--- src/rtl/bwbus_pkg.sv ---
package bwbus_pkg;

  typedef enum logic [2:0] {
    OP_STANDBY,
    OP_READ,
    OP_WRITE,
    OP_OUT_OFF,
    OP_ILLEGAL
  } busOp_e;

  typedef struct packed {
    logic driveRead;   // present read data after this edge
    logic latchCmd;    // load the command latch at this edge
    logic byteMode;    // byte-wide pin configuration
    logic hiLane;      // upper half selected (byte mode only)
    logic useArray;    // source reads from the array
  } strobe_t;

  function automatic busOp_e decodeOp(input logic ceN, input logic oeN, input logic weN);
    busOp_e op;
    if (ceN)                op = OP_STANDBY;
    else if (!oeN && !weN)  op = OP_ILLEGAL;
    else if (!oeN)          op = OP_READ;
    else if (!weN)          op = OP_WRITE;
    else                    op = OP_OUT_OFF;
    return op;
  endfunction

endpackage

--- src/rtl/bwbus_ctrl.sv ---
module bwbus_ctrl
  import bwbus_pkg::*;
(
  input  logic    clk,
  input  logic    rstN,
  input  logic    ceN,
  input  logic    oeN,
  input  logic    weN,
  input  logic    byteN,
  input  logic    laneSelPin,
  input  logic    cmdIsReset,
  output strobe_t strobes,
  output logic    arrayMode
);

  busOp_e op;
  logic   wrSelPrev;
  logic   wrSelNow;
  logic   latchNow;

  assign op       = decodeOp(ceN, oeN, weN);
  assign wrSelNow = !ceN && !weN;
  assign latchNow = (op == OP_WRITE) && !wrSelPrev;

  always_ff @(posedge clk or negedge rstN) begin
    if (!rstN) begin
      wrSelPrev <= 1'b0;
      arrayMode <= 1'b1;
    end else begin
      wrSelPrev <= wrSelNow;
      if (latchNow) arrayMode <= cmdIsReset;
    end
  end

  always_comb begin
    strobes.driveRead = (op == OP_READ);
    strobes.latchCmd  = latchNow;
    strobes.byteMode  = !byteN;
    strobes.hiLane    = !byteN && laneSelPin;
    strobes.useArray  = arrayMode;
  end

endmodule

--- src/rtl/bwbus_datapath.sv ---
module bwbus_datapath
  import bwbus_pkg::*;
#(
  parameter int ADDR_W    = 18,
  parameter int DATA_W    = 16,
  parameter int RESET_CMD = 'hF0
) (
  input  logic              clk,
  input  logic              rstN,
  input  strobe_t           strobes,
  input  logic [ADDR_W-1:0] addr,
  input  logic [DATA_W-1:0] dqIn,
  input  logic [DATA_W-1:0] arrayRdata,
  input  logic [DATA_W-1:0] ctrlRdata,
  output logic [DATA_W-1:0] dqOut,
  output logic [DATA_W-1:0] dqOe,
  output logic              cmdValid,
  output logic [ADDR_W-1:0] cmdAddr,
  output logic              cmdByteSel,
  output logic [DATA_W-1:0] cmdData,
  output logic              cmdIsReset
);

  localparam int HALF_W = DATA_W / 2;

  logic [DATA_W-1:0] srcWord;
  logic [HALF_W-1:0] laneWord;
  logic [DATA_W-1:0] nextOut;
  logic [DATA_W-1:0] laneEnable;
  logic [DATA_W-1:0] capData;

  assign srcWord  = strobes.useArray ? arrayRdata : ctrlRdata;
  assign laneWord = strobes.hiLane ? srcWord[DATA_W-1:HALF_W] : srcWord[HALF_W-1:0];
  assign nextOut  = strobes.byteMode ? {{HALF_W{1'b0}}, laneWord} : srcWord;
  assign capData  = strobes.byteMode ? {{HALF_W{1'b0}}, dqIn[HALF_W-1:0]} : dqIn;
  assign cmdIsReset = (dqIn[HALF_W-1:0] == HALF_W'(RESET_CMD));

  // Lower half of the pins is always usable; upper half only in word mode.
  for (genvar g = 0; g < DATA_W; g++) begin : g_lane
    if (g < HALF_W) begin : g_lo
      assign laneEnable[g] = 1'b1;
    end else begin : g_hi
      assign laneEnable[g] = !strobes.byteMode;
    end
  end

  always_ff @(posedge clk or negedge rstN) begin
    if (!rstN) begin
      dqOut      <= '0;
      dqOe       <= '0;
      cmdValid   <= 1'b0;
      cmdAddr    <= '0;
      cmdByteSel <= 1'b0;
      cmdData    <= '0;
    end else begin
      dqOe     <= strobes.driveRead ? laneEnable : '0;
      dqOut    <= strobes.driveRead ? nextOut : '0;
      cmdValid <= strobes.latchCmd;
      if (strobes.latchCmd) begin
        cmdAddr    <= addr;
        cmdData    <= capData;
        cmdByteSel <= strobes.hiLane;
      end
    end
  end

endmodule

--- src/rtl/bwbus_front.sv ---
module bwbus_front
  import bwbus_pkg::*;
#(
  parameter int ADDR_W    = 18,
  parameter int DATA_W    = 16,
  parameter int RESET_CMD = 'hF0
) (
  input  logic              clk,
  input  logic              hwResetN,
  input  logic              ceN,
  input  logic              oeN,
  input  logic              weN,
  input  logic              byteN,
  input  logic [ADDR_W-1:0] addr,
  input  logic [DATA_W-1:0] dqIn,
  output logic [DATA_W-1:0] dqOut,
  output logic [DATA_W-1:0] dqOe,
  input  logic [DATA_W-1:0] arrayRdata,
  input  logic [DATA_W-1:0] ctrlRdata,
  output logic              arrayMode,
  output logic              cmdValid,
  output logic [ADDR_W-1:0] cmdAddr,
  output logic              cmdByteSel,
  output logic [DATA_W-1:0] cmdData
);

  strobe_t strobes;
  logic    cmdIsReset;

  bwbus_ctrl u_ctrl (
    .clk        (clk),
    .rstN       (hwResetN),
    .ceN        (ceN),
    .oeN        (oeN),
    .weN        (weN),
    .byteN      (byteN),
    .laneSelPin (dqIn[DATA_W-1]),
    .cmdIsReset (cmdIsReset),
    .strobes    (strobes),
    .arrayMode  (arrayMode)
  );

  bwbus_datapath #(
    .ADDR_W    (ADDR_W),
    .DATA_W    (DATA_W),
    .RESET_CMD (RESET_CMD)
  ) u_dp (
    .clk        (clk),
    .rstN       (hwResetN),
    .strobes    (strobes),
    .addr       (addr),
    .dqIn       (dqIn),
    .arrayRdata (arrayRdata),
    .ctrlRdata  (ctrlRdata),
    .dqOut      (dqOut),
    .dqOe       (dqOe),
    .cmdValid   (cmdValid),
    .cmdAddr    (cmdAddr),
    .cmdByteSel (cmdByteSel),
    .cmdData    (cmdData),
    .cmdIsReset (cmdIsReset)
  );

endmodule

--- config.mk ---
export PLATFORM = sky130hd
export DESIGN_NAME = bwbus_front
export DESIGN_NICKNAME = d
export VERILOG_FILES = /design/src/rtl/bwbus_pkg.sv /design/src/rtl/bwbus_ctrl.sv /design/src/rtl/bwbus_datapath.sv /design/src/rtl/bwbus_front.sv
export SDC_FILE = /design/constraint.sdc
export NUM_CORES = 1
export LEC_CHECK = 0
export BUFFER_PORTS_ARGS = -buffer_cell sky130_fd_sc_hd__buf_4
export CAP_MARGIN = 10
export CORE_ASPECT_RATIO = 2
export CORE_MARGIN = 5
export CORE_UTILIZATION = 30
export CTS_BUF_LIST = sky130_fd_sc_hd__clkbuf_4 sky130_fd_sc_hd__clkbuf_8
export CTS_CLUSTER_SIZE = 25
export DETAILED_ROUTE_END_ITERATION = 8
export PLACE_DENSITY = 0.59
export SLEW_MARGIN = 20
export SYNTH_ARGS = -nofsm -noshare
export SYNTH_HDL_FRONTEND = slang
export SYNTH_SLANG_ARGS = --single-unit
--- constraint.sdc ---
create_clock -name clk -period 4.3 [get_ports clk]
set_clock_uncertainty 0.05 [all_clocks]
set_input_delay 0.86 -clock clk [delete_from_list [all_inputs] [get_ports clk]]
set_output_delay 0.86 -clock clk [all_outputs]
set_load 0.005 [all_outputs]
==> results of run 1 <==
final cells by class:
type	instances	area [um^2]
clock buffer	5	68.8
fill	779	4400
multi-input combinational	153	787
inverter	2	7.51
sequential	56	1400
clock inverter	3	46.3
tap	96	120
timing repair buffer	140	1050
layout by cell type (no fill, tap or decap), drive strengths merged:
| master | synthesis | final |
|---|---|---|
| bufinv | 0 | 1 |
| or4b | 1 | 1 |
| mux2i | 24 | 24 |
| o21ai | 1 | 1 |
| nand2 | 97 | 97 |
| inv | 2 | 3 |
| nor3b | 1 | 1 |
| buf | 24 | 140 |
| clkinvlp | 0 | 1 |
| dfstp | 1 | 1 |
| nand4 | 1 | 1 |
| nor2 | 9 | 9 |
| or4 | 1 | 1 |
| and2 | 8 | 8 |
| clkbuf | 1 | 5 |
| nand2b | 1 | 1 |
| dfrtp | 55 | 55 |
| o31ai | 1 | 1 |
| nand3 | 8 | 8 |
power by group:
part / switching, mW / total (mW) / internal (mW)
Sequential: 0.0369 / 0.625 / 0.588
Combinational: 0.104 / 0.252 / 0.148
Clock: 0.174 / 0.350 / 0.176
Total: 0.315 / 1.23 / 0.912
registers in the layout, summed over array words and instances (netlist names):
| name | count |
|---|---|
| u_ctrl.arrayMode | 1 |
| u_ctrl.wrSelPrev | 1 |
| u_dp.cmdAddr | 18 |
| u_dp.cmdByteSel | 1 |
| u_dp.cmdData | 16 |
| u_dp.cmdValid | 1 |
| u_dp.dqOe | 2 |
| u_dp.dqOut | 16 |
logic make-up after synthesis:
kind of cell	after synthesis	synth area share, %
AOI/OAI and AO/OA	2	0.522
buffers and inverters	27	8.62
DFF	56	58.5
muxes	24	10.0
and+or+nand+nor	127	22.3
worst max-delay path by stage:
stage | slack [ns] | end | depth (start not counted)
after floorplan | 2.36 | u_dp.cmdAddr[13] | 5
after global placement | 1.67 | u_dp.cmdData[9] | 5
after detailed placement | 1.61 | u_dp.cmdData[10] | 5
after CTS | 1.95 | arrayMode | 1
after global routing | 1.82 | u_dp.cmdData[13] | 5
final | 1.96 | u_dp.cmdData[10] | 5
metal layers:
metal / vias to the layer above / wire length [um] / global-route usage, %
met2: 86 / 4120 / 26.4
met4: 0 / 204 / 6.57
met1: 945 / 2160 / 13.6
met5: - / 0 / 0
met3: 10 / 528 / 3.33
li1: 967 / - / -
tightest hold or removal path, stage by stage (launching register included):
cell and delay [ns]:
dfrtp_1 0.36, nand2_1 0.05, nand2_1 0.04
==> metrics.cfg, run 1 <==
[status]
status = complete, no violations

[synthesis]
synth.avg_cell_area_um2 = 10.2
synthTopCellsByCount = nand2_1, dfrtp_1, mux2i_1
post-synth-top-count-cell = nand2_1
yosys_warnings = 0
synth_top_area_share_pct = 57.4
yosysSeqAreaShare_pct = 58.5
postSynthCellCount = 236
yosysTopAreaCell = dfrtp_1
synth_edf_count = 0
synth_cell_type_count = 20
synth_seq_cells = 56
synth_ff_type = dfrtp_1
synthesis.nets = 308
syn-cell-area_um2 = 2400
synthArstFlopShare_pct = 100
synth.area.top_cells = dfrtp_1, nand2_1, mux2i_1

[setup_path]
worst-path-max-fanout = 39
crit_buf_inv = 2
r2r_end = u_dp.cmdData[10]
crit-reg2reg-launch = u_ctrl.wrSelPrev
cp_top_family = simple AND/OR/NAND/NOR gates
start_kind = input pin
required_ns = 4.51
startpoint = ceN
worst_path_largest_cell_delay_ns = 0.76
reg2reg_depth = 4
reg2reg_slack_ns = 2.31
end_kind = flop
setup.worst_path.class = in2reg
crit_chain = buf_4 > or4b_4 > inv_2 > nand3_1 > nand2_1
critPathSlowestCell = or4b_4
critPathArrivalTime_ns = 2.54

[hold_path]
hold_end = u_dp.cmdData[13]
hold_class = reg2reg
whs_path_depth = 2
hp-start = u_dp.cmdData[13]

[layout]
syn_to_final_growth_pct = 45.4
drive_above_1_share_pct = 42.3
final_util_pct = 44.2
nets = 430
diodes = 0
fin_area_um2 = 3480
instances_no_fill = 455

[route]
vias_per_cell = 4.41
routedWlPerCell_um = 15.4
via_count = 2008
drt_iter0_markers = 130
drc = 0
postRouteAntennaNets = 0
dr.pass1.iters = 4
finalWirelength_um = 7010

[global_routing]
grt_usage_pct = 14.0
grt_pass1_vias = 2137
grt_max_degree = 57
grt_pass1_wl_um = 10400
gr-total-overflow = 0
antenna_found_initial = 0

[clock_tree]
cts_resized = 0
cts.path.max_buffers = 2
path_clk_slew_ns = 0.10
post_cts_buffers = 0
clock_sinks = 56
cts_hold_buffers = 0
clock_latency_ns = 0.31
cts_buffers = 5
htree_levels = 2
cts_root_buf = clkbuf_8
cts_tree = built

[placed_design]
pre_cts_ws_ns = 1.61
post-dp-hpwl_um = 5450
dpl_cell_area_um2 = 3370
placed_cells = 447
gp_congestion = 0.757
portBuffers = 140

[sta]
fin_setup_tns_ns = 0
tightest_slew_ns = 0.712
hold_slack_ns = 0.426
slew_headroom_pct = 52.5
worst_slack_ns = 1.96
rsz0062_at_grt = false
hold_viol_final = 0
period_needed_ns = 2.34
finalCritPeriodShare_pct = 54.3
setup_viol = 0
drv_slew = 0
fmax_ghz = 0.428

[floorplanning]
dieArea_um2 = 9980
fp-row-count = 46
die_h_um = 136
core_area_um2 = 7890
num_io_pins = 141
die_x_um = 73.2
initial_core_util_pct = 30.4

[power]
power_mw = 1.23
p_per_area_nw_per_um2 = 352
leakage_nw = 1.93
irDropWorstVdd_v = 0.000218

[flow_run]
drv_cap = 0

(Power assumes the default switching activity.)
==> inputs of run 2 (changes only) <==
PLACE_DENSITY = 0.61   (was 0.59)
clock period = 2 ns   (was 4.3 ns; I/O delays follow)
==> run 2 against run 1 <==
Net effect: first-iteration DRC count shrank 32%; routed wire length shrank 5.3%; cell area grew 1.1%; highest routed layer unchanged; sequential power grew 110%; hold slack lost 0.34 ns; critical endpoint is now arrayMode; largest cell class unchanged; critical path depth shrank 4; via count shrank 1.3%.
==> metrics.cfg, run 2 (synthesis gave the netlist of run 1 again) <==
[status]
status = complete, no violations

[sta]
drv_slew = 0
hold_slack_ns = 0.0848
period_needed_ns = 1.83
setup_viol = 0
tightest_slew_ns = 0.714
hold_viol_final = 0
finalCritPeriodShare_pct = 91.6
rsz0062_at_grt = false
slew_headroom_pct = 52.4
fin_setup_tns_ns = 0
fmax_ghz = 0.546

[floorplanning]
core_area_um2 = 7890
fp-row-count = 46
die_x_um = 73.2
num_io_pins = 141
die_h_um = 136
dieArea_um2 = 9980
initial_core_util_pct = 30.4

[layout]
drive_above_1_share_pct = 43.0
syn_to_final_growth_pct = 47.0
nets = 434
reg_top3 = u_dp.cmdAddr: 18 flops, u_dp.cmdData: 16 flops, u_dp.dqOut: 16 flops
largest_register_ffs = 18
diodes = 0
fill_cells = 790
layout_commonest_cell = buf_4
largest_register = u_dp.cmdAddr
multi_input_area_um2 = 787
fin_area_um2 = 3520
seq_area_um2 = 1400
final_cell_mix = buf_4, nand2_1, dfrtp_1

[route]
postRouteAntennaNets = 0
routedWlPerCell_um = 14.5
drc = 0
vias_per_cell = 4.32
via_count = 1982
drt_iter0_markers = 88
dr.pass1.iters = 4
finalWirelength_um = 6640

[global_routing]
grt_pass1_wl_um = 10300
grt_pass1_vias = 2119
grt_max_degree = 57
grt_usage_pct = 13.5
gr-total-overflow = 0
antenna_found_initial = 0

[flow_run]
drv_cap = 0

[clock_tree]
post_cts_buffers = 0
clock_sinks = 56
cts_hold_buffers = 0
cts_tree = built
cts_resized = 0
cts.path.max_buffers = 2
path_clk_slew_ns = 0.09
clock_latency_ns = 0.30
cts_root_buf = clkbuf_8
htree_levels = 2
cts_buffers = 5

[setup_path]
crit_chain = buf_4
worst-path-max-fanout = 18
setup.worst_path.class = reg2out
critPathSlowestCell = dfstp_2
crit_buf_inv = 1
end_kind = primary output
critPathArrivalTime_ns = 1.38
start_kind = flop
worst_path_largest_cell_delay_ns = 0.87
reg2reg_slack_ns = 0.37
required_ns = 1.55
cp_top_family = flip-flops

[power]
comb_power_share_pct = 20.8
seqPwrFrac_pct = 50.9
power_mw = 2.63
p_per_area_nw_per_um2 = 746
clkPwrFrac_pct = 28.2
p_int_mw = 1.97
irDropWorstVdd_v = 0.000449
switchingPower_mw = 0.655
leakage_nw = 1.96
switching_share_pct = 24.9

[hold_path]
hold_class = in2async

[placed_design]
post-dp-hpwl_um = 5260
gp_congestion = 0.839
portBuffers = 140
dpl_cell_area_um2 = 3410

[run 2: cell count changes in the layout (fill, tap and decap cells not counted), sizes merged]
cell,before,now
buf,140,144
inv,3,2
clkbuf,5,6
clkinv,0,1
clkinvlp,1,0
[run 2: per-layer routing]
metal / vias up / global-route usage [%] / part of all wire, %
met5: - / 0 / 0
met4: 0 / 5.65 / 2.6
met3: 9 / 2.89 / 7.0
met2: 84 / 24.3 / 57
met1: 913 / 14.7 / 34
li1: 976 / - / -
[run 2: final cells by class]
cell class              count  share of cell area [%]
repair buffers            144                    31.0
clock inverters             2                   0.995
inverters                   2                   0.213
clock buffers               6                    2.17
flip-flops and latches     56                    39.8
multi-input cells         153                    22.3
well taps                  96                    3.41
[run 2: path summary, 6_finish.rpt]
kind / cells after the start / end / from
setup / recovery: 1 / arrayMode / u_ctrl.arrayMode
hold / removal: 1 / u_dp.dqOe[14] / hwResetN
setup reg to reg: 3 / u_dp.dqOut[6] / u_ctrl.arrayMode
hold reg to reg: 2 / u_dp.cmdData[11] / u_dp.cmdData[11]
max in group asynchronous: 1 / u_dp.cmdData[5] / hwResetN
min in group clk: 2 / u_ctrl.wrSelPrev / weN
[run 2: power groups by stage]
stage / logic [mW] / registers, mW / clock network (mW)
finish: 0.548 / 1.34 / 0.743
global route: 0.612 / 1.36 / 0.822
CTS: 0.565 / 1.34 / 0.779
detailed placement: 0.564 / 1.36 / 0
global placement: 0.552 / 1.36 / 0
floorplan: 0.164 / 1.37 / 0
[run 2: metrics by stage]
stage                     setup slack [ns]  std cells  utilization (%)
after global routing                0.0837        459             44.7
after global placement               0.248        451             43.3
after floorplan                      0.444        236                -
final                                0.169        459             44.7
after CTS                            0.135        459             44.7
after detailed placement             0.228        451             43.3
==> inputs of run 3 (changes only) <==
CORE_MARGIN = 2   (was 5)
SKIP_CTS_REPAIR_TIMING = 1   (was not set)
==> run 3 against run 2 <==
Net effect: critical path depth did not move; combinational power down 2%; first-iteration DRC count is 31% lower; clock power decreased by 1%; via count up 1.7%; critical endpoint unchanged; largest power group unchanged.
==> metrics.cfg, run 3 (synthesis gave the netlist of run 1 again) <==
[status]
status = complete, no violations

[clock_tree]
cts_buffers = 5
path_clk_slew_ns = 0.10
cts_tree = built
cts_root_buf = clkbuf_8
clock_sinks = 56
clock_latency_ns = 0.31
htree_levels = 2
cts.path.max_buffers = 2

[floorplanning]
core_area_um2 = 7830
num_io_pins = 141
die_h_um = 130
fp-row-count = 46
initial_core_util_pct = 30.6
die_x_um = 67.2
dieArea_um2 = 8760

[setup_path]
setup.worst_path.class = reg2out
cp_top_family = flip-flops
critPathArrivalTime_ns = 1.19
start_kind = flop
required_ns = 1.55
crit_chain = buf_4
worst-path-max-fanout = 9
crit_buf_inv = 1
worst_path_largest_cell_delay_ns = 0.72
critPathSlowestCell = dfstp_2
end_kind = primary output

[route]
via_count = 2016
vias_per_cell = 4.37
drc = 0
finalWirelength_um = 5730
drt_iter0_markers = 61
dr.pass1.iters = 4
postRouteAntennaNets = 0
routedWlPerCell_um = 12.4

[global_routing]
grt_pass1_wl_um = 9090
antenna_found_initial = 0
grt_max_degree = 57
grt_usage_pct = 13.5
grt_pass1_vias = 1947
gr-total-overflow = 0

[placed_design]
pre_cts_ws_ns = 0.265
gp_congestion = 0.688
post-dp-hpwl_um = 4360
portBuffers = 140

[sta]
slew_headroom_pct = 54.3
hold_viol_final = 0
finalCritPeriodShare_pct = 81.8
fin_setup_tns_ns = 0
period_needed_ns = 1.64
worst_slack_ns = 0.365
drv_slew = 0
rsz0062_at_grt = false
setup_viol = 0
tightest_slew_ns = 0.686
fmax_ghz = 0.612

[layout]
drive_above_1_share_pct = 43.3
fill_cells = 788
nets = 436
layout_commonest_cell = buf_4
reg_top3 = u_dp.cmdAddr: 18 flops, u_dp.cmdData: 16 flops, u_dp.dqOut: 16 flops
largest_register = u_dp.cmdAddr
syn_to_final_growth_pct = 47.6
largest_register_ffs = 18
final_cell_mix = buf_4, nand2_1, dfrtp_1
diodes = 0
final_util_pct = 45.2

[hold_path]
hold_class = in2async

[power]
irDropWorstVdd_v = 0.000415
p_per_area_nw_per_um2 = 738
leakage_nw = 1.97

[flow_run]
drv_cap = 0

run 3: final cells by class:
cell class / instances / area (um^2) / share of cell area (%)
clock buffers: 5 / 68.8 / 1.95
flip-flops and latches: 56 / 1400 / 39.7
well taps: 96 / 120 / 3.40
repair buffers: 146 / 1110 / 31.3
clock inverters: 3 / 42.5 / 1.20
multi-input cells: 153 / 787 / 22.2
inverters: 2 / 7.51 / 0.212
run 3: report_power, final:
| part | internal [mW] | total (mW) | switching (mW) | leakage, nW |
|---|---|---|---|---|
| clock network | 0.371 | 0.735 | 0.364 | 0.0541 |
| registers | 1.26 | 1.34 | 0.0744 | 0.728 |
| logic | 0.323 | 0.538 | 0.215 | 1.18 |
| total | 1.96 | 2.61 | 0.653 | 1.97 |
run 3: metal layers:
layer  track usage, %  up-vias  share of wire (%)
met2             20.9      119                 45
met1             17.8      911                 41
met4             4.68        0                1.4
met5                0        -                  0
met3             4.37        5                 12
li1                 -      981                  -
run 3: final timing paths:
path | slack, ns | start | end | depth (start not counted)
min in group clk | 0.19 | weN | u_ctrl.wrSelPrev | 2
worst max register to register | 0.42 | u_ctrl.arrayMode | u_dp.dqOut[2] | 4
worst min-delay path | 0.08 | hwResetN | u_dp.cmdAddr[8] | 1
worst max-delay path | 0.36 | u_ctrl.arrayMode | arrayMode | 1
worst min register to register | 0.43 | u_dp.cmdData[15] | u_dp.cmdData[15] | 2
max in group asynchronous | 1.36 | hwResetN | u_dp.dqOut[15] | 1
run 3: per-stage QoR:
| step | hold slack [ns] | power (mW) | std cells | area [um^2] |
|---|---|---|---|---|
| after floorplan | 0.0544 | 1.53 | 236 | 2400 |
| after global placement | 0.402 | 1.89 | 453 | 3430 |
| after detailed placement | 0.416 | 1.91 | 453 | 3430 |
| after CTS | 0.0927 | 2.66 | 461 | 3540 |
| after global routing | 0.129 | 2.78 | 461 | 3540 |
| final | 0.0796 | 2.61 | 461 | 3540 |
